==> src/rtl/pfc_cl_pkg.sv <==
// Package: shared codes for the paralleled boost current loop.
// Assumes: gain words are signed with a fixed number of fraction bits.
package pfc_cl_pkg;
    // Gain register selection codes on the configuration port.
    typedef enum logic [1:0] {
        GSEL_KP   = 2'd0,
        GSEL_KI   = 2'd1,
        GSEL_KFF  = 2'd2,
        GSEL_NONE = 2'd3
    } gain_sel_e;
endpackage

==> src/rtl/pfc_fb_max.sv <==
// Module: picks the signed maximum of N packed channel samples.
// Assumes: N >= 1, samples are two's complement of W bits each.
module pfc_fb_max #(
    parameter int N = 2,
    parameter int W = 12
) (
    input  logic [N*W-1:0]        bus_i,
    output logic signed [W-1:0]   max_o
);
    // Linear scan over the channels keeps the larger value.
    always_comb begin
        max_o = $signed(bus_i[W-1:0]);
        for (int k = 1; k < N; k++) begin
            if ($signed(bus_i[k*W +: W]) > max_o) begin
                max_o = $signed(bus_i[k*W +: W]);
            end
        end
    end
endmodule

==> src/rtl/pfc_gain_regs.sv <==
// Module: holds the three loop gains, written through the config port.
// Assumes: the caller gates writes with the idle condition.
module pfc_gain_regs
    import pfc_cl_pkg::*;
#(
    parameter int GW       = 16,
    parameter int KP_INIT  = 960,
    parameter int KI_INIT  = 64,
    parameter int KFF_INIT = 128
) (
    input  logic                 clk,
    input  logic                 rst_n,
    input  logic                 wr_en_i,
    input  logic [1:0]           wr_sel_i,
    input  logic signed [GW-1:0] wr_data_i,
    output logic signed [GW-1:0] kp_o,
    output logic signed [GW-1:0] ki_o,
    output logic signed [GW-1:0] kff_o
);
    // Register update: reset to defaults, otherwise load the selected gain.
    always_ff @(posedge clk) begin
        if (!rst_n) begin
            kp_o  <= GW'(KP_INIT);
            ki_o  <= GW'(KI_INIT);
            kff_o <= GW'(KFF_INIT);
        end else if (wr_en_i) begin
            case (gain_sel_e'(wr_sel_i))
                GSEL_KP:  kp_o  <= wr_data_i;
                GSEL_KI:  ki_o  <= wr_data_i;
                GSEL_KFF: kff_o <= wr_data_i;
                default:  ;
            endcase
        end
    end
endmodule

==> src/rtl/pfc_law_core.sv <==
// Module: two pipeline stages of the control law.
//   Stage A: the three products (Kp*e, Ki*e, Kff*vin).
//   Stage B: candidate integrator W+Ki*e and the full unclamped sum.
// Assumes: only one computation is in flight, so integ_i is settled.
module pfc_law_core #(
    parameter int EW    = 13,
    parameter int DW    = 12,
    parameter int GW    = 16,
    parameter int ACC_W = 33
) (
    input  logic                    clk,
    input  logic                    rst_n,
    input  logic                    in_vld_i,
    input  logic signed [EW-1:0]    err_i,
    input  logic signed [DW-1:0]    vin_i,
    input  logic signed [GW-1:0]    kp_i,
    input  logic signed [GW-1:0]    ki_i,
    input  logic signed [GW-1:0]    kff_i,
    input  logic signed [ACC_W-1:0] integ_i,
    output logic                    mid_vld_o,
    output logic                    out_vld_o,
    output logic signed [ACC_W-1:0] sum_o,
    output logic signed [ACC_W-1:0] cand_o
);
    logic signed [ACC_W-1:0] err_x, vin_x, kp_x, ki_x, kff_x;
    logic signed [ACC_W-1:0] p_q, inc_q, ff_q;

    // Sign-extend every operand to the accumulator width.
    always_comb begin
        err_x = ACC_W'(err_i);
        vin_x = ACC_W'(vin_i);
        kp_x  = ACC_W'(kp_i);
        ki_x  = ACC_W'(ki_i);
        kff_x = ACC_W'(kff_i);
    end

    // Stage A: register the three products.
    always_ff @(posedge clk) begin
        if (!rst_n) begin
            mid_vld_o <= 1'b0;
            p_q       <= '0;
            inc_q     <= '0;
            ff_q      <= '0;
        end else begin
            mid_vld_o <= in_vld_i;
            if (in_vld_i) begin
                p_q   <= kp_x * err_x;
                inc_q <= ki_x * err_x;
                ff_q  <= kff_x * vin_x;
            end
        end
    end

    // Stage B: register the integrator candidate and the unclamped sum.
    always_ff @(posedge clk) begin
        if (!rst_n) begin
            out_vld_o <= 1'b0;
            sum_o     <= '0;
            cand_o    <= '0;
        end else begin
            out_vld_o <= mid_vld_o;
            if (mid_vld_o) begin
                cand_o <= integ_i + inc_q;
                sum_o  <= p_q + integ_i + inc_q + ff_q;
            end
        end
    end
endmodule

==> src/rtl/pfc_duty_clamp.sv <==
// Module: scales the sum down by the gain fraction bits and clamps it.
// Assumes: 0 < DUTY_MAX < 2**DUTY_W; floor scaling (arithmetic shift).
module pfc_duty_clamp #(
    parameter int ACC_W    = 33,
    parameter int GF       = 8,
    parameter int DUTY_W   = 12,
    parameter int DUTY_MAX = 3276
) (
    input  logic signed [ACC_W-1:0] sum_i,
    output logic [DUTY_W-1:0]       duty_o,
    output logic                    sat_o
);
    localparam logic signed [ACC_W-1:0] DMAX_S = ACC_W'(DUTY_MAX);
    logic signed [ACC_W-1:0] scaled;

    // Scale, then select the lower bound, the upper bound or the value.
    always_comb begin
        scaled = sum_i >>> GF;
        if (scaled < 0) begin
            duty_o = '0;
            sat_o  = 1'b1;
        end else if (scaled > DMAX_S) begin
            duty_o = DUTY_W'(DUTY_MAX);
            sat_o  = 1'b1;
        end else begin
            duty_o = scaled[DUTY_W-1:0];
            sat_o  = 1'b0;
        end
    end
endmodule

==> src/rtl/pfc_cur_loop.sv <==
// Module: current loop for two paralleled boost channels.
//   edge k   : start accepted, error and mains sample registered
//   edge k+1 : products
//   edge k+2 : integrator candidate and sum
//   edge k+3 : clamped duty out, valid pulse, integrator commit
// Assumes: one computation at a time; gains change only while idle.
module pfc_cur_loop
    import pfc_cl_pkg::*;
#(
    parameter int DW       = 12,
    parameter int GW       = 16,
    parameter int GF       = 8,
    parameter int DUTY_W   = 12,
    parameter int DMAX_NUM = 4,
    parameter int DMAX_DEN = 5,
    parameter int KP_INIT  = 960,
    parameter int KI_INIT  = 64,
    parameter int KFF_INIT = 128
) (
    input  logic                 clk,
    input  logic                 rst_n,
    input  logic                 start_i,
    input  logic signed [DW-1:0] isw_a_i,
    input  logic signed [DW-1:0] isw_b_i,
    input  logic signed [DW-1:0] iref_i,
    input  logic signed [DW-1:0] vin_i,
    input  logic                 cfg_we_i,
    input  logic [1:0]           cfg_sel_i,
    input  logic signed [GW-1:0] cfg_data_i,
    output logic [DUTY_W-1:0]    duty_o,
    output logic                 duty_vld_o
);
    localparam int NCH      = 2;
    localparam int EW       = DW + 1;
    localparam int ACC_W    = EW + GW + 4;
    localparam int DUTY_MAX = (DMAX_NUM * (2 ** DUTY_W)) / DMAX_DEN;

    logic                    s1_v, s2_v, s3_v, busy, start_ok, cfg_ok;
    logic signed [DW-1:0]    fb_c, vin_q;
    logic signed [EW-1:0]    err_c, err_q, ref_x, fb_x;
    logic signed [GW-1:0]    kp_q, ki_q, kff_q;
    logic signed [ACC_W-1:0] integ_q, sum_q, cand_q;
    logic [DUTY_W-1:0]       duty_c;
    logic                    sat_c;

    // Sequencing: a computation is in flight while any stage holds data.
    always_comb begin
        busy     = s1_v | s2_v | s3_v;
        start_ok = start_i & ~busy;
        cfg_ok   = cfg_we_i & ~busy & ~start_i;
    end

    pfc_gain_regs #(
        .GW(GW), .KP_INIT(KP_INIT), .KI_INIT(KI_INIT), .KFF_INIT(KFF_INIT)
    ) u_gains (
        .clk(clk), .rst_n(rst_n),
        .wr_en_i(cfg_ok), .wr_sel_i(cfg_sel_i), .wr_data_i(cfg_data_i),
        .kp_o(kp_q), .ki_o(ki_q), .kff_o(kff_q)
    );

    pfc_fb_max #(.N(NCH), .W(DW)) u_fb (
        .bus_i({isw_b_i, isw_a_i}),
        .max_o(fb_c)
    );

    // Current error, one bit wider so no sample pair can overflow it.
    always_comb begin
        ref_x = EW'(iref_i);
        fb_x  = EW'(fb_c);
        err_c = ref_x - fb_x;
    end

    // Input stage: capture error and mains sample on an accepted start.
    always_ff @(posedge clk) begin
        if (!rst_n) begin
            s1_v  <= 1'b0;
            err_q <= '0;
            vin_q <= '0;
        end else begin
            s1_v <= start_ok;
            if (start_ok) begin
                err_q <= err_c;
                vin_q <= vin_i;
            end
        end
    end

    pfc_law_core #(.EW(EW), .DW(DW), .GW(GW), .ACC_W(ACC_W)) u_law (
        .clk(clk), .rst_n(rst_n),
        .in_vld_i(s1_v), .err_i(err_q), .vin_i(vin_q),
        .kp_i(kp_q), .ki_i(ki_q), .kff_i(kff_q),
        .integ_i(integ_q),
        .mid_vld_o(s2_v), .out_vld_o(s3_v),
        .sum_o(sum_q), .cand_o(cand_q)
    );

    pfc_duty_clamp #(
        .ACC_W(ACC_W), .GF(GF), .DUTY_W(DUTY_W), .DUTY_MAX(DUTY_MAX)
    ) u_clamp (
        .sum_i(sum_q), .duty_o(duty_c), .sat_o(sat_c)
    );

    // Output stage: publish duty, pulse valid, commit integrator unless clamped.
    always_ff @(posedge clk) begin
        if (!rst_n) begin
            duty_o     <= '0;
            duty_vld_o <= 1'b0;
            integ_q    <= '0;
        end else begin
            duty_vld_o <= s3_v;
            if (s3_v) begin
                duty_o <= duty_c;
                if (!sat_c) begin
                    integ_q <= cand_q;
                end
            end
        end
    end
endmodule

==> config.mk <==
export PLATFORM = sky130hd
export DESIGN_NAME = pfc_cur_loop
export DESIGN_NICKNAME = d
export VERILOG_FILES = /design/src/rtl/pfc_cl_pkg.sv /design/src/rtl/pfc_fb_max.sv /design/src/rtl/pfc_gain_regs.sv /design/src/rtl/pfc_law_core.sv /design/src/rtl/pfc_duty_clamp.sv /design/src/rtl/pfc_cur_loop.sv
export SDC_FILE = /design/constraint.sdc
export NUM_CORES = 2
export LEC_CHECK = 0
export BUFFER_PORTS_ARGS = -buffer_cell sky130_fd_sc_hd__buf_2
export CAP_MARGIN = 20
export CORE_UTILIZATION = 43
export DETAILED_ROUTE_END_ITERATION = 8
export PLACE_DENSITY = 0.56
export SYNTH_ARGS = -nofsm -noshare
export SYNTH_HDL_FRONTEND = slang
export SYNTH_SLANG_ARGS = --single-unit
==> constraint.sdc <==
create_clock -name clk -period 6.8 [get_ports clk]
set_input_delay 1.36 -clock clk [delete_from_list [all_inputs] [get_ports clk]]
set_output_delay 1.36 -clock clk [all_outputs]
set_load 0.03 [all_outputs]
==> out/qor.txt <==
most frequent cells in the layout: inv_1 (665), fa_1 (633), nand2_1 (553)
post-DP HPWL: 76800 µm
Initial DRC Count: 1385
final layout net count: 5041
Tightest Pin Transition: 1.04 ns
number of global-route vias before repair: 27141
clock buffer depth: 3
wire per inst: 18.5 µm
Core Util, Final: 47.1%
share of cells above drive strength 1: 6.21%
ANT nets after route: 0
total leakage power: 19.7 nW
Syn Nets: 5023
WS Path Type: flop to flop
Post-synth EDFFs: 0
TritonCTS Sinks: 266
initial antenna violation count: 6
GRT overflow: 0
Slew Limit Fails: 0
Syn Std Cell Area: 36600 µm²
crit path time final: 6.22 ns
VDD IR-drop max: 0.134 mV
filler instances: 8261
Final setup viols: 0
largest net degree at the start of global routing: 102
cells after synthesis: 4029
# port buffers: 82
Ys Warns: 0
Mean Syn Cell Area: 9.09 µm²
CP Max Fanout: 14
Placed Area: 38500 µm²
first-pass GRT wire length: 154000 µm
library cells used by synthesis: 85
CP cell instances: nand2_1 > fa_1 > inv_1 > fa_1 > fa_1 > fa_1 > fa_1 > fa_1 > ha_1 > a21o_1 > a21o_1 > a221o_1 > a21oi_2 > o21ai_1 > or2_1 > a2111oi_0 > nor3_1 > nand4b_1 > o211ai_1
design area: 39600 µm²
DR DRC count: 0
CTS buffer count: 34
clock latency on the worst-skew pair: 0.57 ns
Final GP Congestion: 0.867
outcome: complete, no violations
critical path's largest stage delay: 0.69 ns
fraction of registers with async set/reset: 0%
Seq/Total Area, Yosys: 14.5%
num ports: 83
die area: 86300 µm²
most common cell after layout, fill and taps aside: inv_1
htree depth: 2
Slew HR: 31.0%
drt pass-1 iters: 7
Initial Util: 43.6%
Hold Path Class: flop to flop
chip width: 294 µm
pwr dens: 145 nW/µm²
Peak Freq: 161 MHz
Core ar.: 84000 µm²
Worst EP required: 7.23 ns
top_reg_cell synth: dfxtp_1
Fin. Hold Viols: 0
Slowest-stage cell, CP: dfxtp_1
CTS tree: yes
Root Buffer: clkbuf_16
RSZ-0062 raised after global routing: no
register bit count reported by yosys: 266
Worst Setup End Kind: flop
routed via count: 26541
total track usage: 23.0%
die extent in y: 294 µm
# diodes: 0
Hold Buf Count CTS: 0
largest cells by area after synthesis: fa_1 (35%), dfxtp_1 (15%), ha_1 (9.9%)
Worst Path Arrival: 6.65 ns
row cnt: 106
area leader, netlist: fa_1
P&R area growth vs syn: 8.04%
Final Power: 5.75 mW
type of origin of the critical path: flop
final wirelength: 96100 µm
Synth top area share: 34.6%
most used cell, CP: fa_1
vias per cell: 5.10
Fin Setup TNS: 0 ns
skew final: 0.0276 ns
Final Cycle Share: 91.5%
Max Cap Viol: 0
Clock transition at path regs: 0.06 ns
==> power by group <==
group          switching [mW]  internal, mW  total [mW]  leakage (nW)
sequential              0.129          1.62        1.75          2.16
clock                   0.774          1.03        1.81         0.536
combinational            1.30         0.890        2.19          17.0
total                    2.21          3.54        5.75          19.7
==> metrics by stage <==
step                setup slack [ns]  hold WS, ns  std cells
finish                         0.579        0.447       5205
global route                   0.205        0.472       5205
CTS                            0.355        0.453       5205
detailed placement             0.379        0.443       5145
global placement               0.498        0.437       5145
floorplan                      0.960        0.426       4029
==> state kept, by name, summed over array words and instances, names as in the netlist <==
name             flops
duty_o              12
duty_vld_o           1
err_q               13
integ_q             33
s1_v                 1
u_gains.kff_o       16
u_gains.ki_o        16
u_gains.kp_o        16
u_law.cand_o        33
u_law.ff_q          28
u_law.inc_q         29
u_law.mid_vld_o      1
u_law.out_vld_o      1
u_law.p_q           29
u_law.sum_o         25
vin_q               12
==> cell families after synthesis <==
kind of cell	after synthesis	share of synthesized area (%)
adders and majority gates	924	44.6
xor gates and xnor gates	133	3.18
and+or+nand+nor	1259	16.7
AOI/OAI and AO/OA	471	8.79
DFF	266	14.5
buffers and inverters	848	8.71
muxes	128	3.52
==> what timing repair did <==
item | CTS | global route
setup buffers | 0 | 0
gates resized for setup | 0 | 1
endpoints found under the setup margin | 0 | 2
==> per-layer routing <==
layer | up-vias | wire [µm] | share of wire (%) | global-route usage, %
met1 | 13366 | 42800 | 45 | 31.2
met2 | 460 | 46500 | 48 | 38.4
met5 | - | 57 | 0.059 | 0
met3 | 114 | 4580 | 4.8 | 3.47
li1 | 12591 | - | - | -
met4 | 10 | 2200 | 2.3 | 5.64
==> final timing paths <==
check,slack (ns),from,to,cells after the start
worst max-delay path,0.58,u_gains.ki_o[8]$_SDFFE_PN0P_,u_law.inc_q[23]$_SDFFE_PN0P_,19
worst min-delay path,0.45,u_law.cand_o[31]$_SDFFE_PN0P_,integ_q[31]$_SDFFE_PN0P_,2
worst max register to register,0.58,u_gains.ki_o[8]$_SDFFE_PN0P_,u_law.inc_q[23]$_SDFFE_PN0P_,19
worst min register to register,0.45,u_law.cand_o[31]$_SDFFE_PN0P_,integ_q[31]$_SDFFE_PN0P_,2
==> cells in the mapped netlist (13+ instances only) <==
master / count
a211oi_1: 13
a21boi_0: 64
a21o_1: 48
a21oi_1: 110
and2_1: 235
clkbuf_1: 169
dfxtp_1: 266
fa_1: 633
ha_1: 291
inv_1: 665
mux2i_1: 122
nand2_1: 553
nand2b_1: 23
nand3_1: 51
nand4_1: 13
nor2_1: 134
nor2b_1: 169
nor3_1: 34
o211a_1: 16
o21a_1: 19
o21ai_0: 85
o21ai_1: 16
xnor2_1: 86
xor2_1: 47
==> critical path, delay by kind of cell, from the launching register on <==
family / cells / cell delay, ns
buffers and inverters: 1 / 0.05
DFF: 1 / 0.69
AOI/OAI and AO/OA: 7 / 1.49
adders and majority gates: 7 / 3.18
and+or+nand+nor: 4 / 0.67
==> layout make-up <==
cell class	instances	area (µm²)	share of cell area (%)
flip-flops and latches	266	5330	13.5
multi-input cells	2915	28100	71.0
well taps	1134	1420	3.59
clock buffers	46	946	2.39
repair buffers	163	1100	2.78
clock inverters	14	153	0.386
inverters	667	2500	6.33
Note: power is estimated with default switching activity, not from simulation.
